==> src/rtl/rng33_pkg.sv <==
package rng33_pkg;
  localparam int unsigned WORD_W = 32;

  typedef struct packed {
    logic              hi;
    logic [WORD_W-1:0] lo;
  } rng_state_t;
endpackage

==> src/rtl/rng33_rst_sync.sv <==
module rng33_rst_sync #(
  parameter int unsigned STAGES = 2
) (
  input  logic clk,
  input  logic arst_n,
  output logic rst_n_o
);
  logic [STAGES-1:0] sync_q;

  always_ff @(posedge clk or negedge arst_n) begin
    if (!arst_n) sync_q <= '0;
    else         sync_q <= {sync_q[STAGES-2:0], 1'b1};
  end

  assign rst_n_o = sync_q[STAGES-1];
endmodule

==> src/rtl/rng33_mix.sv <==
module rng33_mix
  import rng33_pkg::*;
#(
  parameter int unsigned SHL = 12,
  parameter int unsigned SHR = 20
) (
  input  rng_state_t cur_i,
  output rng_state_t nxt_o
);
  logic [WORD_W-1:0] rot, mid;

  always_comb begin
    // 33-bit rotate right through the top bit
    rot       = {cur_i.hi, cur_i.lo[WORD_W-1:1]};
    mid       = rot ^ (cur_i.lo << SHL);
    nxt_o.lo  = mid ^ (mid >> SHR);
    nxt_o.hi  = cur_i.lo[0];
  end
endmodule

==> src/rtl/rng33_core.sv <==
module rng33_core
  import rng33_pkg::*;
#(
  parameter int unsigned     SHL     = 12,
  parameter int unsigned     SHR     = 20,
  parameter logic [WORD_W-1:0] SEED_LO = 32'h5555_5555,
  parameter logic            SEED_HI = 1'b1
) (
  input  logic              clk,
  input  logic              rst_n,
  input  logic              next_i,
  input  logic              load_i,
  input  logic [WORD_W-1:0] seed_lo_i,
  input  logic              seed_hi_i,
  output rng_state_t        st_o,
  output logic              valid_o
);
  localparam rng_state_t RESET_ST = '{hi: SEED_HI, lo: SEED_LO};

  rng_state_t st_q, st_d, mixed, seed;
  logic       load_ok, step, st_en, vld_q, vld_d;

  rng33_mix #(.SHL(SHL), .SHR(SHR)) u_mix (.cur_i(st_q), .nxt_o(mixed));

  // next-state
  always_comb begin
    seed    = '{hi: seed_hi_i, lo: seed_lo_i};
    load_ok = load_i && (|seed);
    step    = next_i && !load_ok;
    st_en   = load_ok || step;
    st_d    = load_ok ? seed : mixed;
    vld_d   = step;
  end

  // registers
  always_ff @(posedge clk or negedge rst_n) begin
    if (!rst_n)     st_q <= RESET_ST;
    else if (st_en) st_q <= st_d;
  end

  always_ff @(posedge clk or negedge rst_n) begin
    if (!rst_n) vld_q <= 1'b0;
    else        vld_q <= vld_d;
  end

  assign st_o    = st_q;
  assign valid_o = vld_q;

  p_valid_set_r4: assert property (@(posedge clk) disable iff (!rst_n)
    (next_i && !load_ok) |=> valid_o);
  p_valid_clr_r4: assert property (@(posedge clk) disable iff (!rst_n)
    !(next_i && !load_ok) |=> !valid_o);
  p_hold_r5: assert property (@(posedge clk) disable iff (!rst_n)
    (!next_i && !load_i) |=> $stable(st_q));
  p_hi_from_lsb_r3: assert property (@(posedge clk) disable iff (!rst_n)
    (next_i && !load_i) |=> (st_q.hi == $past(st_q.lo[0])));
  p_zero_seed_r8: assert property (@(posedge clk) disable iff (!rst_n)
    (load_i && !next_i && seed_lo_i == '0 && !seed_hi_i) |=> $stable(st_q));
  p_load_wins_r7: assert property (@(posedge clk) disable iff (!rst_n)
    (load_i && (seed_lo_i != '0 || seed_hi_i)) |=>
      (st_q == $past({seed_hi_i, seed_lo_i}) && !valid_o));
  p_nonzero_r9: assert property (@(posedge clk) disable iff (!rst_n)
    (st_q != '0));
endmodule

==> src/rtl/rng33_gen.sv <==
module rng33_gen
  import rng33_pkg::*;
#(
  parameter int unsigned       SHL       = 12,
  parameter int unsigned       SHR       = 20,
  parameter logic [WORD_W-1:0] SEED_LO   = 32'h5555_5555,
  parameter logic              SEED_HI   = 1'b1,
  parameter int unsigned       RST_STAGES = 2
) (
  input  logic              clk,
  input  logic              rst_n,
  input  logic              next_i,
  input  logic              load_i,
  input  logic [WORD_W-1:0] seed_lo_i,
  input  logic              seed_hi_i,
  output logic [WORD_W-1:0] rnd_o,
  output logic              hi_o,
  output logic              valid_o
);
  logic       rst_sync_n;
  rng_state_t st;

  rng33_rst_sync #(.STAGES(RST_STAGES)) u_rst (
    .clk(clk), .arst_n(rst_n), .rst_n_o(rst_sync_n)
  );

  rng33_core #(
    .SHL(SHL), .SHR(SHR), .SEED_LO(SEED_LO), .SEED_HI(SEED_HI)
  ) u_core (
    .clk(clk), .rst_n(rst_sync_n), .next_i(next_i), .load_i(load_i),
    .seed_lo_i(seed_lo_i), .seed_hi_i(seed_hi_i),
    .st_o(st), .valid_o(valid_o)
  );

  assign rnd_o = st.lo;
  assign hi_o  = st.hi;
endmodule

==> config.mk <==
export PLATFORM = sky130hd
export DESIGN_NAME = rng33_gen
export DESIGN_NICKNAME = d
export VERILOG_FILES = /design/src/rtl/rng33_pkg.sv /design/src/rtl/rng33_rst_sync.sv /design/src/rtl/rng33_mix.sv /design/src/rtl/rng33_core.sv /design/src/rtl/rng33_gen.sv
export SDC_FILE = /design/constraint.sdc
export NUM_CORES = 1
export LEC_CHECK = 0
export ABC_AREA = 1
export BUFFER_PORTS_ARGS = -buffer_cell sky130_fd_sc_hd__buf_2
export CORE_MARGIN = 10
export CORE_UTILIZATION = 45
export CTS_BUF_LIST = sky130_fd_sc_hd__clkbuf_2
export DETAILED_ROUTE_END_ITERATION = 7
export GPL_ROUTABILITY_DRIVEN = 0
export PLACE_DENSITY = 0.73
export SYNTH_ARGS = -nofsm -noshare
export SYNTH_HDL_FRONTEND = slang
export SYNTH_HIERARCHICAL = 1
export SYNTH_SLANG_ARGS = --single-unit
==> constraint.sdc <==
create_clock -name clk -period 2.5 [get_ports clk]
set_input_delay 0.375 -clock clk [delete_from_list [all_inputs] [get_ports clk]]
set_output_delay 0.375 -clock clk [all_outputs]
set_load 0.01 [all_outputs]
==> results of run 1 <==
==> worst register-to-register path: cells and delay by family, from the launching register on <==
kind                   cells  cell delay [ps]
and+or+nand+nor            5              400
DFF                        1              640
buffers and inverters      1               80
==> cells in the final DEF, fill, tap and decap left out, types with 5 or more instances in the layout <==
master / Yosys / final
dfrtp_1: 19 / 19
clkbuf_2: 0 / 7
nand3_1: 145 / 145
buf_4: 1 / 5
nor2_1: 17 / 17
nand3_2: 12 / 12
buf_2: 7 / 70
dfstp_2: 17 / 17
inv_2: 7 / 7
nand2_1: 75 / 75
xor2_1: 8 / 8
inv_1: 27 / 27
==> metal layers <==
metal  part of all wire [%]  track usage, %
met5                      0               0
met4                   0.83           3.242
met3                    8.4           5.551
met2                     47           27.97
met1                     43           21.23
==> cells by family (layout without fill, tap and decap cells) <==
group | Yosys count | after routing | synth area share, %
XOR/XNOR | 8 | 8 | 2.774
other | 1 | 1 | 0.1484
buffers and inverters | 57 | 120 | 11.29
AO/OA/AOI/OAI | 1 | 1 | 0.1979
flip-flops | 36 | 36 | 36.50
AND/OR/NAND/NOR | 256 | 256 | 49.08
==> final cells by class <==
class,instances,area [um2],area share [%]
Multi-Input combinational cell,266,1319,45.16
Tap cell,72,90.09,3.085
Clock inverter,1,5.005,0.1714
Sequential cell,36,922.1,31.58
Inverter,35,131.4,4.499
Timing Repair Buffer,77,417.9,14.31
Clock buffer,7,35.03,1.200
==> state kept, by name, indices dropped and copies added (netlist names) <==
name and cells:
u_core/st_o 33, u_core/valid_o 1, u_rst/sync_q 2
==> stage by stage <==
stage	util, %	hold WS [ps]	std cells
global route	53.36	175.4	494
CTS	53.36	211.9	494
detailed placement	52.45	162.0	485
floorplan	-	79.41	359
global placement	52.45	161.7	485
finish	53.36	226.1	494
==> where the power goes <==
part | switching [mW] | internal, mW | leakage [nW]
Sequential | 0.121 | 0.683 | 0.409
Clock | 0.192 | 0.0765 | 0.0330
Combinational | 0.319 | 0.215 | 1.10
Total | 0.632 | 0.974 | 1.54
==> worst max path at each step <==
stage                     slack (ps)               to  cells past startpoint
final                            940         rnd_o[6]                      1
after global routing             850         rnd_o[6]                      1
after CTS                        930         rnd_o[6]                      1
after detailed placement         660   u_core/st_o[1]                     10
after global placement           710   u_core/st_o[0]                     10
after floorplan                 1050  u_core/st_o[13]                     10
==> timing repair <==
action | in CTS | in global routing
hold endpoints to repair | 2 | 0
endpoints found under the setup margin | 0 | 0
buffers inserted | 0 | 0
hold buffers | 1 | 0
gates resized for setup | 0 | 0
==> results, run 1 <==
- The launch instance of the worst register-to-register path is u_core/st_o[8].
- Global routing used between 15 and 20% of the available tracks across all layers.
- The net count of the finished layout is 458.
- 0 antenna diodes ended up in the layout.
- The setup check on the worst reg-to-reg path leaves a slack of 1320 ps.
- In the post-route analysis, the smallest setup slack over all paths is between 900 and 1000 ps.
- The CTS H-tree depth is 2.
- In this run the count of I/O pins placed on the die edge is 71.
- The critical path in this run is classified as reg2out.
- In this run the static leakage power is between 1.5 and 2 nW.
- The worst supply voltage drop on vdd is between 200 and 250 uV.
- The endpoint class of the critical path is an output port.
- The proportion of synthesized chip area in sequential cells is a little over a third.
- The number of cells on the worst reg-to-reg path is 6.
- The data required time of the critical path is between 2000 and 2500 ps.
- The floorplan core area is between 5000 and 6000 um2.
- After detailed routing, the average wire length per cell comes to 15.63 um.
- The cell family with the largest share of critical-path delay is flip-flops.
- The first detailed-routing pass ran for 5 iterations.
- Among all cell types in the netlist, the one instantiated most often is nand3_1.
- The arrival time at the worst endpoint is between 1000 and 1500 ps.
- On the worst path, the slowest cell contributes a delay of around 650 ps.
- The number of pins with negative max-slew slack in the final report came to 0.
- The post-place setup slack is ~660 ps.
- The final non-filler cell area is 2920 um2.
- In the final timing run, aggregate negative setup slack is 0 ps.
- The total power is between 1.5 and 2 mW.
- The clock latency reported for the late side of the worst-skew pair is around 370 ps.
- The maximum root-to-sink buffer count is 2.
- The number of hold violations in the final report is 0.
- The number of port buffers is 70.
- The floorplan has 27 rows.
- The die height is roughly 95 um.
- The number of setup violations in the final report is 0.
- Walking the worst path, the cells encountered are buf_2.
- The die covers about 9000 um2.
- The final worst-path cycle share is 62.37%.
- Static timing analysis puts the maximum clock frequency at around 640 MHz.
- The number of antenna violations at the first check in global routing is 0.
- In this run the biggest area consumer among cell types represents 28.73% of the synthesized area.
- The remaining global-route overflow is 0.
- Buffers inserted during clock tree synthesis total 5.
- The run finished with clean final reports.
- The remaining antenna violation count after routing is 0.
- The width of the chip is roughly 95 um.
- The clock net sink count is 36.
- The placed cell area is 2870 um2.
- In this run the critical register-to-register path is captured at u_core/st_o[0].
- The yosys synthesis warning count is 6.
- Counting flops with an async set or reset pin after synthesis yields a share of 100.0%.
- In the synthesized netlist, the cells that appear most often are nand3_1, nand2_1, inv_1.
- The path type of the worst min-delay path is reg2async.
- In this run, synthesis inferred 0 flip-flops with an integrated enable.
- The flip-flop and latch count after synthesis is 36.
- By area the synthesized netlist is led by nand3_1, dfrtp_1, dfstp_2, nand2_1, nand3_2.
- The cell type with the largest total area after synthesis is nand3_1.
- The main flop type after synthesis is dfrtp_1.
- The buffers plus inverters on the worst setup path is 1.
- The number of violations reported at the end of detailed-routing iteration 0 is between 200 and 300.
- The count of unresolved DRC violations after routing is 0.
- The detailed router placed 2,713 vias in this run.
- The aggregate routed wire length is around 7700 um.
- The number of maximum-capacitance violations is 0.
- The final worst clock skew is between 15 and 20 ps.
- Setup repair after global routing left no endpoint under its margin.
- After clock tree synthesis, the clock-pin slew on the worst setup and hold paths is ~190 ps.
- The total power per unit cell area is 550.1 nW/um2.
- From synthesis to final layout, the design area changed by 15.60%.
- The timing startpoint of the critical path is u_core/st_o[6].
- The library cell contributing the largest single delay on the critical path is dfstp_2.
- The number of nets in the synthesized netlist is a little under 400.
- Entering global routing, the biggest net connects 38 pins.
- The slew at the pin closest to its max-slew limit is approximately 550 ps.
- Headroom to the max-slew limit came out at 63.57%.
- The clock tree from TritonCTS is yes.
- The synthesized area per cell is approximately 7.0 um2.
- The root buffer selected by CTS is clkbuf_2.
- Counting I/O delays and the setup requirement, the final critical path takes between 1500 and 2000 ps.
- Once the floorplan was initialized, standard cells occupied 46.16% of the core.
- STA classifies the critical path startpoint as a flop.
- The ratio of cells with drive above 1 in the final layout is between 20 and 30%.
- The global-route wire length before repair is about 12,000 um.
- The count of different cell masters after synthesis is 24.
- The number of global-route vias before repair is about 2,600.
- The count of filler cells inserted in the layout is roughly 570.
- The mapped cell area is approximately 2500 um2.
- The count of mapped cells out of synthesis is 359.
- Along the worst path, the maximum fanout reaches 5.
- The routed via count divided by cell count is between 5 and 6.
- The half-perimeter wire length after placement is around 5700 um.
No activity file was read; power rests on OpenSTA's default activity.
==> run 2: changes to the inputs <==
PLACE_DENSITY = 0.76   (was 0.73)
clock period = 1.4 ns   (was 2.5 ns; I/O delays follow)
==> run 2 against run 1 <==
Against the previous run: cell area increased by 10%; critical endpoint is now rnd_o[10]; sequential cell count unchanged; register-to-register slack got worse by 1100 ps; wire length increased by 3.1%; global-route usage increased by 0.074 points; highest routed layer unchanged; largest power group unchanged; via count increased by 5.0%; clock-buffer cell count decreased by 2; setup slack got worse by 890 ps.
==> results, run 2 (synthesis gave the netlist of run 1 again) <==
- The maximum fanout along the worst path is 5.
- The flip-flop count of the largest register after layout is 33.
- Data on the critical path is required at its endpoint by 1190 ps.
- The final worst clock skew is about 17 ps.
- The remaining antenna violation count after routing is 0.
- The width of the chip is between 90 and 100 um.
- The ratio of cells with drive above 1 in the final layout is 33.92%.
- The first global-routing pass estimated between 10,000 and 15,000 um of wire.
- The number of antenna diodes in the final layout is 0.
- Across the run, the number of max-cap violations was 0.
- The number of setup violations in the final report is 0.
- The critical path's largest stage delay is just over 600 ps.
- Global routing finished with a remaining overflow of 0.
- In the global route stage, met3 resource usage came out at under 10%.
- The number of violations reported at the end of detailed-routing iteration 0 is 185.
- In the final routed layout, each cell accounts on average for 15.22 um.
- The register clock-pin slew on the reported worst setup and hold paths is approximately 210 ps.
- The combined area of the multi-input logic cells is around 1300 um2.
- Global routing used around 17% of the available tracks.
- The net count of the finished layout is between 400 and 500.
- The combinational group share of total power is 36.6%.
- Subtracting the final worst setup slack from the clock period gives approximately 1300 ps.
- The TritonCTS buffer count is 5.
- The relative contribution of the clock network to total power is between 20% and 30%.
- The number of buffers and inverters on the critical path is 1.
- The internal power summed over all cells is just over 2 mW.
- The number of vias in the routed layout is about 2,900.
- The library cell contributing the largest single delay on the critical path is dfstp_2.
- The sequential group share of total power is a little over two fifths.
- Power spread over the standard cell area amounts to roughly 1000 nW/um2.
- The number of global-route vias before repair is around 2,700.
- The flow ran to the end, and the final reports show no timing, DRC or antenna violations.
- The aggregate negative setup slack is 0 ps.
- The clock tree synthesis step divided the H-tree into 2 levels.
- The floorplan core area is between 5000 and 6000 um2.
- The most common cell after layout, fill and taps aside is nand3_1.
- Net switching is a little under two fifths of the power.
- The full die area is 9011 um2.
- The die height is around 95 um.
- The routed via count divided by cell count is roughly 5.4.
- Summing all flip-flop and latch instances after layout gives about 920 um2.
- The clock latency reported for the late side of the worst-skew pair is 400 ps.
- The count of filler cells inserted in the layout is about 540.
- STA classifies the critical path endpoint as an output port.
- The worst hold slack across all endpoints is 35.88 ps.
- The net switching power is 1.197 mW.
- The aggregate routed wire length is 7960 um.
- The initial core utilization is 46.16%.
- For this design the top-level I/O count stands at 71.
- In this run the core area contains 27 standard-cell rows.
- The critical path in this run is classified as reg2out.
- The path type of the worst min-delay path is in2reg.
- The standby leakage power is between 1.5 and 2 nW.
- Entering global routing, the biggest net connects 35 pins.
- Detailed placement finished with a half-perimeter wire length of approximately 5900 um.
- The number of antenna violations at the first check in global routing was 0.
- Summing all non-filler instances in the final layout gives an area of between 3000 and 4000 um2.
- For this run, the top clock speed supported by timing is approximately 740 MHz.
- The critical path goes through buf_6.
- Excluding fillers, the count of instances in the completed layout stands at about 520.
- Relative to the synthesized area, the layout overhead comes to 27.54%.
- The routing usage on met1 is around 22%.
- In the layout the commonest cells are nand3_1, nand2_1, buf_2.
- In the global route stage, met2 resource usage came out at between 20% and 30%.
- The final worst-path cycle share is between 90% and 100%.
- IR analysis of the VDD net gives a maximum drop of 577.9 uV.
- TritonCTS built the clock tree.
- Broken down by cell family, the worst path's largest delay share belongs to flip-flops.
- The first detailed-routing pass ran for 5 iterations.
- STA classifies the critical path startpoint as a flop.
- The count of unresolved DRC violations after routing is 0.
- The arrival time at the worst endpoint is about 1100 ps.
- The number of hold violations in the final report is 0.
- The number of pins with negative max-slew slack in the final report is 0.
- met2 is the most crowded layer.
- The clock net sink count is 36.
- During placement, the flow inserted port buffers numbering 70.
- Once placement finished, the instance area stood at between 2000 and 3000 um2.
- The clock passes through at most 2 buffers.
- CTS placed an instance of clkbuf_2 at the clock tree root.
- The number of placed cells counting well taps is about 490.
[run 2: cell count changes in the layout (fill, tap and decap cells not counted), sizes merged]
| cell | delta |
|---|---|
| buf | +29 |
| clkbuf | -2 |
| clkinvlp | +1 |
| bufinv | +1 |
[run 2: area by class of cell]
type / instances / share of cell area, %
multi-input cells: 266 / 40.93
flip-flops and latches: 36 / 28.62
repair buffers: 106 / 21.48
inverters: 35 / 4.078
well taps: 72 / 2.796
clock inverters: 3 / 1.320
clock buffers: 5 / 0.7767
[run 2: repair_timing]
item	CTS	global route
resized for setup	0	3
hold endpoints to repair	2	0
setup buffers	7	13
pin swaps	0	0
hold buffers	1	0
setup endpoints to repair	7	10
[run 2: final timing paths]
path                       depth (start not counted)             from  slack, ps         endpoint
max in group asynchronous                          1  u_rst/sync_q[1]        760  u_core/st_o[32]
min in group asynchronous                          2            rst_n        100  u_rst/sync_q[0]
hold / removal                                     3    seed_lo_i[18]         40  u_core/st_o[18]
setup / recovery                                   1  u_core/st_o[10]         50        rnd_o[10]
hold reg to reg                                    1  u_rst/sync_q[1]        280  u_core/st_o[29]
setup reg to reg                                   7  u_core/st_o[12]        180   u_core/st_o[4]
[run 2: stage by stage]
step	worst slack, ps	util, %	power [mW]
global route	-4.104	58.87	3.443
detailed placement	-39.02	54.37	2.433
finish	52.32	58.87	3.225
CTS	0.1292	56.74	3.159
global placement	5.265	54.37	2.403
floorplan	117.3	-	2.046
[run 2: power by group through the flow]
stage	combinational [mW]	clock [mW]	sequential, mW
final	1.18	0.673	1.37
after global routing	1.30	0.745	1.39
after CTS	1.08	0.694	1.39
after detailed placement	0.990	0	1.44
after global placement	0.966	0	1.44
after floorplan	0.575	0	1.47
[run 2: metal layers]
metal	vias to the layer above	share of wire, %	wire (um)
li1	1377	-	-
met1	1339	42	3363
met2	124	48	3825
met3	10	9.0	715
met4	0	0.69	55
met5	-	0	0
==> run 3: changes to the inputs <==
ABC_AREA = unset   (was 1)
PLACE_DENSITY = 0.77   (was 0.76)
==> run 3 against run 2 <==
Against the previous run: the flow now finishes with violations (setup timing); critical path depth is 2 higher; sequential cell count stayed put; wire length is 0.60% lower; maximum frequency is 19% lower; critical endpoint is now u_core/st_o[11]; largest power group is now combinational cells; highest routed layer unchanged.
==> results, run 3 <==
- The flow ran to the end, but the final reports show violations.
- The final reports fail on setup timing.
- Setup repair after global routing could not meet its margin everywhere.
- The worst reg-to-reg setup slack is -260 ps.
- The final non-filler cell area is just under 4000 um2.
- The first TritonRoute pass finished after 4 iterations.
- Detailed routing inserted a total of 1,876 vias.
- The placed cell area is 3162 um2.
- The flip-flop count of the largest register after layout is 33.
- The standby leakage power is about 1.9 nW.
- Including well taps, the total number of placed cells is ~340.
- The internal power of the cells totals 4.879 mW.
- Counting flops and latches in the post-synthesis netlist gives 36.
- The tree built by TritonCTS fans out to 36 sinks.
- The number of cells on the worst reg-to-reg path is 3.
- After synthesis, flip-flops and latches occupy 40.45% of the total area.
- The repair_antennas step left the layout with diodes totalling 0.
- The cell type with the largest total area after synthesis is mux2_2.
- The number of hold violations in the final report came to 0.
- The maximum root-to-sink buffer count is 2.
- For this configuration, the core starts out at a cell density of a little under half.
- The main flop type after synthesis is dfrtp_1.
- In the post-synthesis netlist, the biggest area contributors are mux2_2, dfrtp_1, dfstp_2, xor3_1, xor2_1.
- The ratio of cells with drive above 1 in the final layout is around four fifths.
- The full die area is 8313 um2.
- From left edge to right edge, the die measures 91.18 um.
- The net count of the finished layout is between 300 and 400.
- Port buffering added 70 buffers.
- The worst min-delay path startpoint is seed_lo_i[26].
- The end of the worst register-to-register path is u_core/st_o[11].
- The average instance in the mapped netlist occupies between 10 and 15 um2.
- The count of unresolved DRC violations after routing is 0.
- Derived from the worst setup path, the maximum achievable clock frequency is 601.2 MHz.
- The number of global-route vias before repair is roughly 2,100.
- The number of antenna violations at the first check in global routing was 0.
- The mapped cell area is between 2000 and 2500 um2.
- STA classifies the critical path endpoint as a flop.
- The commonest cells after synthesis are mux2_2, xor2_1, dfrtp_1.
- The TritonCTS buffer count is 5.
- The number of pins with negative max-slew slack in the final report is 0.
- The dominant cell by count in the synthesized netlist is mux2_2.
- The path with the worst hold slack has its endpoint at u_core/st_o[26].
- The total power per unit cell area is roughly 1900 nW/um2.
- The all-layer global routing usage is between 10% and 20%.
- The worst setup path category is reg2reg.
- The worst setup path is launched from a flop.
- The worst hold slack across all endpoints is ~45 ps.
- The total number of placement rows is 25.
- The maximum number of pins on one net before global-route repair is 35.
- The total overflow left after global routing is 0.
- The final period demand of the worst path is about 1700 ps.
- The H-tree was split into 2 levels.
- The worst supply voltage drop on vdd is roughly 1100 uV.
- The number of violations reported at the end of detailed-routing iteration 0 is roughly 150.
- At the worst endpoint, the arrival time is roughly 2000 ps.
- In this run the count of I/O pins placed on the die edge is around 70.
- The library cell used most frequently in the layout, excluding fill and tap cells, is buf_6.
- The share of flip-flops with an asynchronous set or reset is between 90% and 100%.
- Setup violations remaining at the end of the flow were counted as 41.
- Yosys mapped the design onto 16 distinct sky130hd cell types.
- The count of flip-flops with a built-in enable after synthesis is 0.
- The yosys synthesis warning count is 6.
- The net switching power is 2.407 mW.
- The net count after synthesis is 193.
- The cell count after synthesis came out at roughly 160.
- The fraction of power spent switching nets is around a third.
- For the worst-skew pair, the clock arrives at the later sink with an insertion delay of 400 ps.
- The tightest min-delay check is of the in2reg type.
- The startpoint identified for the worst register-to-register timing path is u_core/st_o[32].
- The remaining antenna violation count after routing is 0.
- In the layout the commonest cells are buf_6, buf_2, mux2_4.
- The finished layout holds between 300 and 400 standard cells, fillers aside.
- The die height is 91.18 um.
- After clock tree synthesis, the clock-pin slew on the worst setup and hold paths is between 200 and 250 ps.
- The routed via count divided by cell count is between 5 and 6.
- The first global-routing pass estimated 11,810 um of wire.
- The final worst clock skew is about 33 ps.
- The final worst-path cycle share is 118.8%.
- Relative to the synthesized area, the layout overhead comes to 68.83%.
- The worst hold path was traced through 2 stages.
- The relative contribution of the clock network to total power is under 10%.
- The tool flagged a number of max-cap violations equal to 0.
- The routed design has roughly 8000 um of wire.
- The tree is rooted in a clkbuf_2.
- The clock tree from TritonCTS is yes.
- The share of total power dissipated in combinational logic is 67.5%.
- In the final routed layout, each cell accounts on average for 21.50 um.
- The maximum fanout along the worst path is 2.
- The data required time of the critical path is ~1700 ps.
- The half-perimeter wire length after placement is around 5200 um.
- The share of the synthesized area in the top cell type is 30.63%.
- The sequential group share of total power is 25.9%.
- The final worst-path setup slack is -263.5 ps.
- The post-place setup slack is -554.8 ps.
- The floorplan core area is between 4000 and 5000 um2.
[run 3: routing by layer]
metal / routed length (um) / vias up / track usage [%]
li1: - / 853 / -
met2: 4041 / 64 / 30.73
met4: 68 / 0 / 4.439
met5: 0 / - / 0
met3: 393 / 7 / 4.609
met1: 3408 / 952 / 21.58
[run 3: per-stage QoR]
step	util (%)	power (mW)	TNS, ps
finish	79.90	7.287	-2904
global route	79.90	7.656	-4674
detailed placement	65.64	5.422	-17760
CTS	75.38	6.753	-3146
floorplan	-	4.064	-8013
global placement	65.64	5.312	-16930
[run 3: final cells by class]
type / count / area (um2)
clock buffers: 5 / 25.02
well taps: 67 / 83.83
fillers: 286 / 968.4
multi-input cells: 112 / 1570
flip-flops and latches: 36 / 922.1
clock inverters: 3 / 13.76
repair buffers: 145 / 1234
[run 3: kinds of logic after synthesis]
kind of cell           synth area share (%)
multiplexers                          32.60
flip-flops                            40.45
XOR/XNOR                              20.20
AND/OR/NAND/NOR                       3.183
buffers and inverters                 2.470
AO/OA/AOI/OAI                        0.9330
other                                0.1645
[run 3: timing repair]
action,in CTS,in global routing
gates cloned,3,0
gates resized for setup,73,36
buffers inserted,14,9
hold buffers,1,0
hold endpoints to repair,2,0
setup endpoints to repair,46,55
pin swaps,8,10
[run 3: how the worst max path moves through the flow]
stage | startpoint | endpoint | slack (ps)
after floorplan | seed_lo_i[9] | u_core/st_o[1] | -270
after global placement | seed_lo_i[22] | u_core/st_o[23] | -530
after detailed placement | seed_lo_i[22] | u_core/st_o[12] | -550
after CTS | u_core/st_o[32] | u_core/st_o[11] | -250
after global routing | u_core/st_o[32] | u_core/st_o[11] | -300
final | u_core/st_o[32] | u_core/st_o[11] | -260
[run 3: critical path: stages (launching register included)]
cell and delay (ps):
dfstp_2 600, xor3_1 420, mux2_4 270, mux2_4 260
[run 3: power groups by stage]
stage / combinational, mW / sequential, mW / clock (mW)
floorplan: 1.89 / 2.17 / 0
global placement: 3.43 / 1.88 / 0
detailed placement: 3.52 / 1.90 / 0
CTS: 4.40 / 1.87 / 0.487
global route: 5.17 / 1.93 / 0.550
finish: 4.92 / 1.89 / 0.483
